## config.mk

```make
export PLATFORM = sky130hd
export DESIGN_NAME = prio_array_port
export DESIGN_NICKNAME = d
export VERILOG_FILES = /design/src/rtl/prio_port_pkg.sv /design/src/rtl/prio_port_ctrl.sv /design/src/rtl/prio_port_dp.sv /design/src/rtl/prio_array_port.sv
export SDC_FILE = /design/constraint.sdc
export NUM_CORES = 2
export LEC_CHECK = 0
export BUFFER_PORTS_ARGS = -buffer_cell sky130_fd_sc_hd__buf_2
export CORE_MARGIN = 2
export CORE_UTILIZATION = 53
export DETAILED_ROUTE_END_ITERATION = 16
export HOLD_SLACK_MARGIN = 0.12
export PLACE_DENSITY = 0.7
export SYNTH_ARGS = -nofsm -noshare
export SYNTH_HDL_FRONTEND = slang
export SYNTH_HIERARCHICAL = 1
export SYNTH_SLANG_ARGS = --single-unit
```

## constraint.sdc

```tcl
create_clock -name clk -period 4.3 [get_ports clk]
set_input_delay 0.215 -clock clk [delete_from_list [all_inputs] [get_ports clk]]
set_output_delay 0.215 -clock clk [all_outputs]
set_load 0.01 [all_outputs]
```

## src/rtl/prio_port_pkg.sv

```systemverilog
package prio_port_pkg;
  localparam int ENTRY_W     = 8;
  localparam int NUM_ENTRIES = 64;
  localparam int WORD_W      = 64;
  localparam int IDX_W       = $clog2(NUM_ENTRIES);
  localparam int LANES_WIDE  = WORD_W / ENTRY_W;
  localparam int LANES_NARROW = LANES_WIDE / 2;

  // Strobes from control to datapath
  typedef struct packed {
    logic             rdEn;
    logic             wrEn;
    logic             wide;
    logic [IDX_W-1:0] firstEntry;
  } prio_strobe_t;
endpackage

```

## src/rtl/prio_port_ctrl.sv

```systemverilog
module prio_port_ctrl
  import prio_port_pkg::*;
#(
  parameter int SEL_W     = 12,
  parameter int SEL_BASE  = 'h30,
  parameter int NUM_WORDS = 16
) (
  input  logic             clk,
  input  logic             rstN,
  input  logic             accessEn,
  input  logic [SEL_W-1:0] selIdx,
  input  logic             wideMode,
  output logic             accessErr,
  output prio_strobe_t     strobe
);
  localparam logic [SEL_W-1:0] SEL_FIRST = SEL_W'(SEL_BASE);
  localparam logic [SEL_W-1:0] SEL_LAST  = SEL_W'(SEL_BASE + NUM_WORDS - 1);

  logic [SEL_W-1:0] selOffset;
  logic             inWindow;
  logic             oddWide;
  logic             legal;

  always_comb begin
    selOffset = selIdx - SEL_FIRST;
    inWindow  = (selIdx >= SEL_FIRST) && (selIdx <= SEL_LAST);
    oddWide   = wideMode && selIdx[0];
    legal     = accessEn && inWindow && !oddWide;
    accessErr = accessEn && !legal;
    strobe.rdEn       = legal;
    strobe.wrEn       = legal;
    strobe.wide       = wideMode;
    strobe.firstEntry = IDX_W'(selOffset * SEL_W'(LANES_NARROW));
  end

  // odd select in wide mode is never accepted
  assert_wide_odd_R3: assert property (@(posedge clk) disable iff (!rstN)
    (accessEn && wideMode && selIdx[0]) |-> (accessErr && !strobe.wrEn));
endmodule

```

## src/rtl/prio_port_dp.sv

```systemverilog
module prio_port_dp
  import prio_port_pkg::*;
#(
  parameter int EXT_ENTRY = 11
) (
  input  logic                clk,
  input  logic                rstN,
  input  prio_strobe_t        strobe,
  input  logic [WORD_W-1:0]   wrData,
  input  logic [WORD_W-1:0]   wrMask,
  output logic [WORD_W-1:0]   rdData
);
  localparam int NARROW_SH = $clog2(LANES_NARROW);
  localparam int WIDE_SH   = $clog2(LANES_WIDE);

  logic [ENTRY_W-1:0]             prioMem [NUM_ENTRIES];
  logic [NUM_ENTRIES*ENTRY_W-1:0] memFlat;
  logic [WORD_W-1:0]              effData;
  logic [WORD_W-1:0]              effMask;

  always_comb begin
    effData = strobe.wide ? wrData : {{(WORD_W/2){1'b0}}, wrData[WORD_W/2-1:0]};
    effMask = strobe.wide ? wrMask : {{(WORD_W/2){1'b0}}, wrMask[WORD_W/2-1:0]};
  end

  for (genvar e = 0; e < NUM_ENTRIES; e++) begin : g_entry
    logic [ENTRY_W-1:0] entryQ;
    if (e == EXT_ENTRY) begin : g_fixed
      assign entryQ = '0;
    end else begin : g_store
      localparam int LANE_N = e % LANES_NARROW;
      localparam int LANE_W = e % LANES_WIDE;
      logic               hit;
      logic [ENTRY_W-1:0] laneData;
      logic [ENTRY_W-1:0] laneMask;
      always_comb begin
        if (strobe.wide) begin
          hit      = (strobe.firstEntry >> WIDE_SH) == IDX_W'(e >> WIDE_SH);
          laneData = effData[LANE_W*ENTRY_W +: ENTRY_W];
          laneMask = effMask[LANE_W*ENTRY_W +: ENTRY_W];
        end else begin
          hit      = (strobe.firstEntry >> NARROW_SH) == IDX_W'(e >> NARROW_SH);
          laneData = effData[LANE_N*ENTRY_W +: ENTRY_W];
          laneMask = effMask[LANE_N*ENTRY_W +: ENTRY_W];
        end
      end
      always_ff @(posedge clk) begin
        if (!rstN)                  entryQ <= '0;
        else if (strobe.wrEn && hit) entryQ <= (entryQ & ~laneMask) | (laneData & laneMask);
      end
    end
    assign prioMem[e] = entryQ;
    assign memFlat[e*ENTRY_W +: ENTRY_W] = entryQ;
  end

  always_comb begin
    rdData = '0;
    if (strobe.rdEn) begin
      for (int lane = 0; lane < LANES_WIDE; lane++) begin
        if (strobe.wide || lane < LANES_NARROW)
          rdData[lane*ENTRY_W +: ENTRY_W] = prioMem[strobe.firstEntry + IDX_W'(lane)];
      end
    end
  end

  // table is frozen whenever control issues no write strobe
  assert_frozen_R9: assert property (@(posedge clk) disable iff (!rstN)
    !strobe.wrEn |=> $stable(memFlat));
endmodule

```

## src/rtl/prio_array_port.sv

```systemverilog
module prio_array_port
  import prio_port_pkg::*;
#(
  parameter int SEL_W     = 12,
  parameter int SEL_BASE  = 'h30,
  parameter int EXT_ENTRY = 11
) (
  input  logic              clk,
  input  logic              rstN,
  input  logic              accessEn,
  input  logic [SEL_W-1:0]  selIdx,
  input  logic              wideMode,
  input  logic [WORD_W-1:0] wrData,
  input  logic [WORD_W-1:0] wrMask,
  output logic [WORD_W-1:0] rdData,
  output logic              accessErr
);
  localparam int NUM_WORDS = NUM_ENTRIES / LANES_NARROW;

  prio_strobe_t strobe;

  prio_port_ctrl #(.SEL_W(SEL_W), .SEL_BASE(SEL_BASE), .NUM_WORDS(NUM_WORDS)) u_ctrl (
    .clk(clk), .rstN(rstN), .accessEn(accessEn), .selIdx(selIdx),
    .wideMode(wideMode), .accessErr(accessErr), .strobe(strobe)
  );

  prio_port_dp #(.EXT_ENTRY(EXT_ENTRY)) u_dp (
    .clk(clk), .rstN(rstN), .strobe(strobe),
    .wrData(wrData), .wrMask(wrMask), .rdData(rdData)
  );

  // flagged access returns zero
  assert_err_rd_zero_R9: assert property (@(posedge clk) disable iff (!rstN)
    accessErr |-> (rdData == '0));
  // narrow access leaves upper half clear
  assert_narrow_upper_R8: assert property (@(posedge clk) disable iff (!rstN)
    (accessEn && !wideMode) |-> (rdData[WORD_W-1:WORD_W/2] == '0));
  // idle cycle reads zero without error
  assert_idle_quiet_R10: assert property (@(posedge clk) disable iff (!rstN)
    !accessEn |-> (rdData == '0 && !accessErr));
endmodule

```

==> out/metrics.cfg <==
[status]
status=finished, violations left
failed_checks=slew limit

[routing]
via_per_inst=7.55
drc_errors=0
dr.pass1.iters=7
antenna_left=0
drt-total-wl_mm=214
first_iter_violations=8425
via_count=44025
drt-wirelength-per-cell_microns=36.8

[finish]
fin_area_sq_um=47300
num-nets-final=4874
drive_gt1_share_pct=24.4
synthToLayoutAreaGrowth_pct=11.7
utilization_pct=59.9

[placed_design]
hpwl_mm=153
port_buffers=208
placed_area_sq_um=44200
gp_congestion=1.11

[yosys]
synth-compound-area-share_pct=14.8
syn-instance-count=4653
syn_area_sq_um=42300
synthArstFlopShare_pct=0
ys_types=72
synth_top_flop_cell=dfxtp_1
synth-simple-area-share_pct=16.9
yosys.area_share.xor_xnor_pct=0.662
synth_top_family_by_area=multiplexers
synth_edf_count=0
synth_seq_cells=504
syn_avg_cell_area_sq_um=9.10
synth_adder_area_share_pct=0.355
synth_seq_area_share_pct=23.8
synth_mux_area_share_pct=38.2
yosysWarnings=6

[worst_setup_path]
cpMostUsedCell=buf_2
slowest_delay_ns=0.69
critPathLaunch=selIdx[9]
worstPathRequired_ns=4.09
cp.arrival_ns=3.70
cp-start-kind=primary input
cp_slowest_cell=nor2_1
worstRegToRegCells=3
rrSetupSlack_ns=2.94
worstPathCellList=buf_2, or3_4, nor4_2, buf_4, clkinv_1, or2_2, nor2_1, a22oi_1, nand2_1, buf_2
cp-end-kind=output pin
critPathKind=in -> out
path_max_fanout=16
crit_end=rdData[14]

[timing]
setup_viol=0
worst_pin_slew_ns=2.74
fin_worst_skew_ns=0
timing.fmax_ghz=0.255
drv_slew=377
min_period_ns=3.92
rsz0062_at_grt=no
finalCritPeriodShare_pct=91.1
hold_viol_final=0
totalNegativeSetupSlack_ns=0
slew_headroom_pct=-82.7

[floorplan]
start_util_pct=53.6
ios=209
die_h_microns=287
core_area_sq_um=79000
num_rows=103
die-width_microns=287
dieArea_sq_um=82200

[power_and_ir_drop]
power_density_nw_per_um2=264
peakVddDrop_uv=349
p_leak_nw=16.4
total_power_mw=12.5

[hold_path]
worstHoldPathType=in -> reg

[grt]
grt_pass1_vias=39416
grtUsageTotal_pct=51.1
grt_pass1_wl_mm=299
overflow=0
grt_max_degree=530
antenna_found_initial=31

[clock_network]
cts-resized-gates=0
path_clk_slew_ns=0.06
cts_tree=done
cts_root_buffer=clkbuf_16
insertion_delay_ns=0.67
clk_path_buf_depth=3
h-tree-depth=2
numClockSinks=504
cts_buffers=59

[flow_run]
maxCapViolCount=0

[area by class of cell]
type | count | area (sq um)
diodes | 11 | 27.5
clock buffers | 88 | 1760
clock inverters | 23 | 229
fillers | 6900 | 31700
inverters | 25 | 96.3
multi-input cells | 3662 | 30300
flip-flops and latches | 504 | 10100
well taps | 1050 | 1310
repair buffers | 466 | 3450
[cells in the mapped netlist (12+ instances only)]
cell | count | area share (%)
a211oi_1 | 14 | 0.25
nor3_1 | 27 | 0.32
mux2i_1 | 262 | 6.2
nand2_1 | 828 | 7.3
and3_1 | 14 | 0.21
a32oi_1 | 15 | 0.31
a21oi_1 | 304 | 3.6
dfxtp_1 | 504 | 24
o2111ai_1 | 16 | 0.33
nand4_1 | 16 | 0.24
clkbuf_1 | 291 | 2.6
inv_1 | 19 | 0.17
buf_4 | 52 | 0.92
buf_6 | 18 | 0.48
a21boi_0 | 162 | 2.9
a31oi_1 | 30 | 0.44
and2_1 | 17 | 0.25
o21ai_0 | 306 | 3.6
buf_1 | 32 | 0.28
a22oi_1 | 30 | 0.53
mux4_2 | 554 | 29
nor2b_1 | 92 | 1.4
ha_1 | 12 | 0.35
nand3_1 | 273 | 3.2
o22ai_1 | 14 | 0.21
o211ai_1 | 22 | 0.39
nor2_1 | 377 | 3.3
buf_2 | 70 | 0.83
o2bb2ai_1 | 16 | 0.33
xnor2_1 | 27 | 0.56
mux2_2 | 95 | 2.5
[cell usage in the layout, fill, tap and decap left out, types with 162 or more instances in the layout]
master | Yosys | layout
buf_2 | 70 | 205
nor2_1 | 377 | 359
o21ai_0 | 306 | 306
a21boi_0 | 162 | 162
mux2i_1 | 262 | 260
nand2_1 | 828 | 828
mux4_2 | 554 | 554
a21oi_1 | 304 | 304
dfxtp_1 | 504 | 504
nand3_1 | 273 | 273
[what timing repair did]
item,4_1_cts,5_1_grt
endpoints found under the hold margin,243,0
buffers inserted,0,0
hold buffers,108,0
[worst min path at each step]
| stage | from | endpoint | depth (start not counted) |
|---|---|---|---|
| after detailed placement | flip-flop | flip-flop | 2 |
| after CTS | wrMask[29] | flip-flop | 3 |
| after global placement | flip-flop | flip-flop | 2 |
| after global routing | wrMask[21] | flip-flop | 3 |
| final | rstN | flip-flop | 2 |
| after floorplan | wrMask[24] | flip-flop | 3 |
[kinds of logic (layout without fill, tap and decap cells)]
logic type,count (synthesis),after routing
simple gates,1681,1681
compound gates,1024,1024
mux,911,911
flops,504,504
buf+inv,488,602
xor+xnor,32,32
fa+ha+maj,12,12
other cells,1,13
[power by group]
| part | switching [mW] | total [mW] | internal, mW | leakage (nW) |
|---|---|---|---|---|
| Combinational | 1.76 | 2.54 | 0.779 | 11.4 |
| Clock | 2.27 | 5.27 | 3.01 | 0.971 |
| Sequential | 0.000617 | 4.67 | 4.67 | 4.06 |
[layer usage]
layer | GRT usage, % | up-vias | routed length (microns)
met5 | 0 | - | 187
met4 | 33.4 | 26 | 18700
met3 | 19.3 | 905 | 35700
met2 | 70.2 | 4123 | 84900
met1 | 67.1 | 21460 | 74800
li1 | - | 17511 | -
[metrics by stage]
step	instances	setup slack, ns	hold WS, ns
floorplan	4654	0.477	0.455
global route	5819	0.464	0.144
global placement	5599	0.672	0.476
detailed placement	5599	0.699	0.488
finish	5829	0.382	0.115
CTS	5818	0.694	0.122
[critical path: cells and delay by family]
family	cells	cell delay [ns]
compound gates	1	0.16
buf+inv	4	1.05
simple gates	5	2.26
Power figures use the tool's default switching activity.
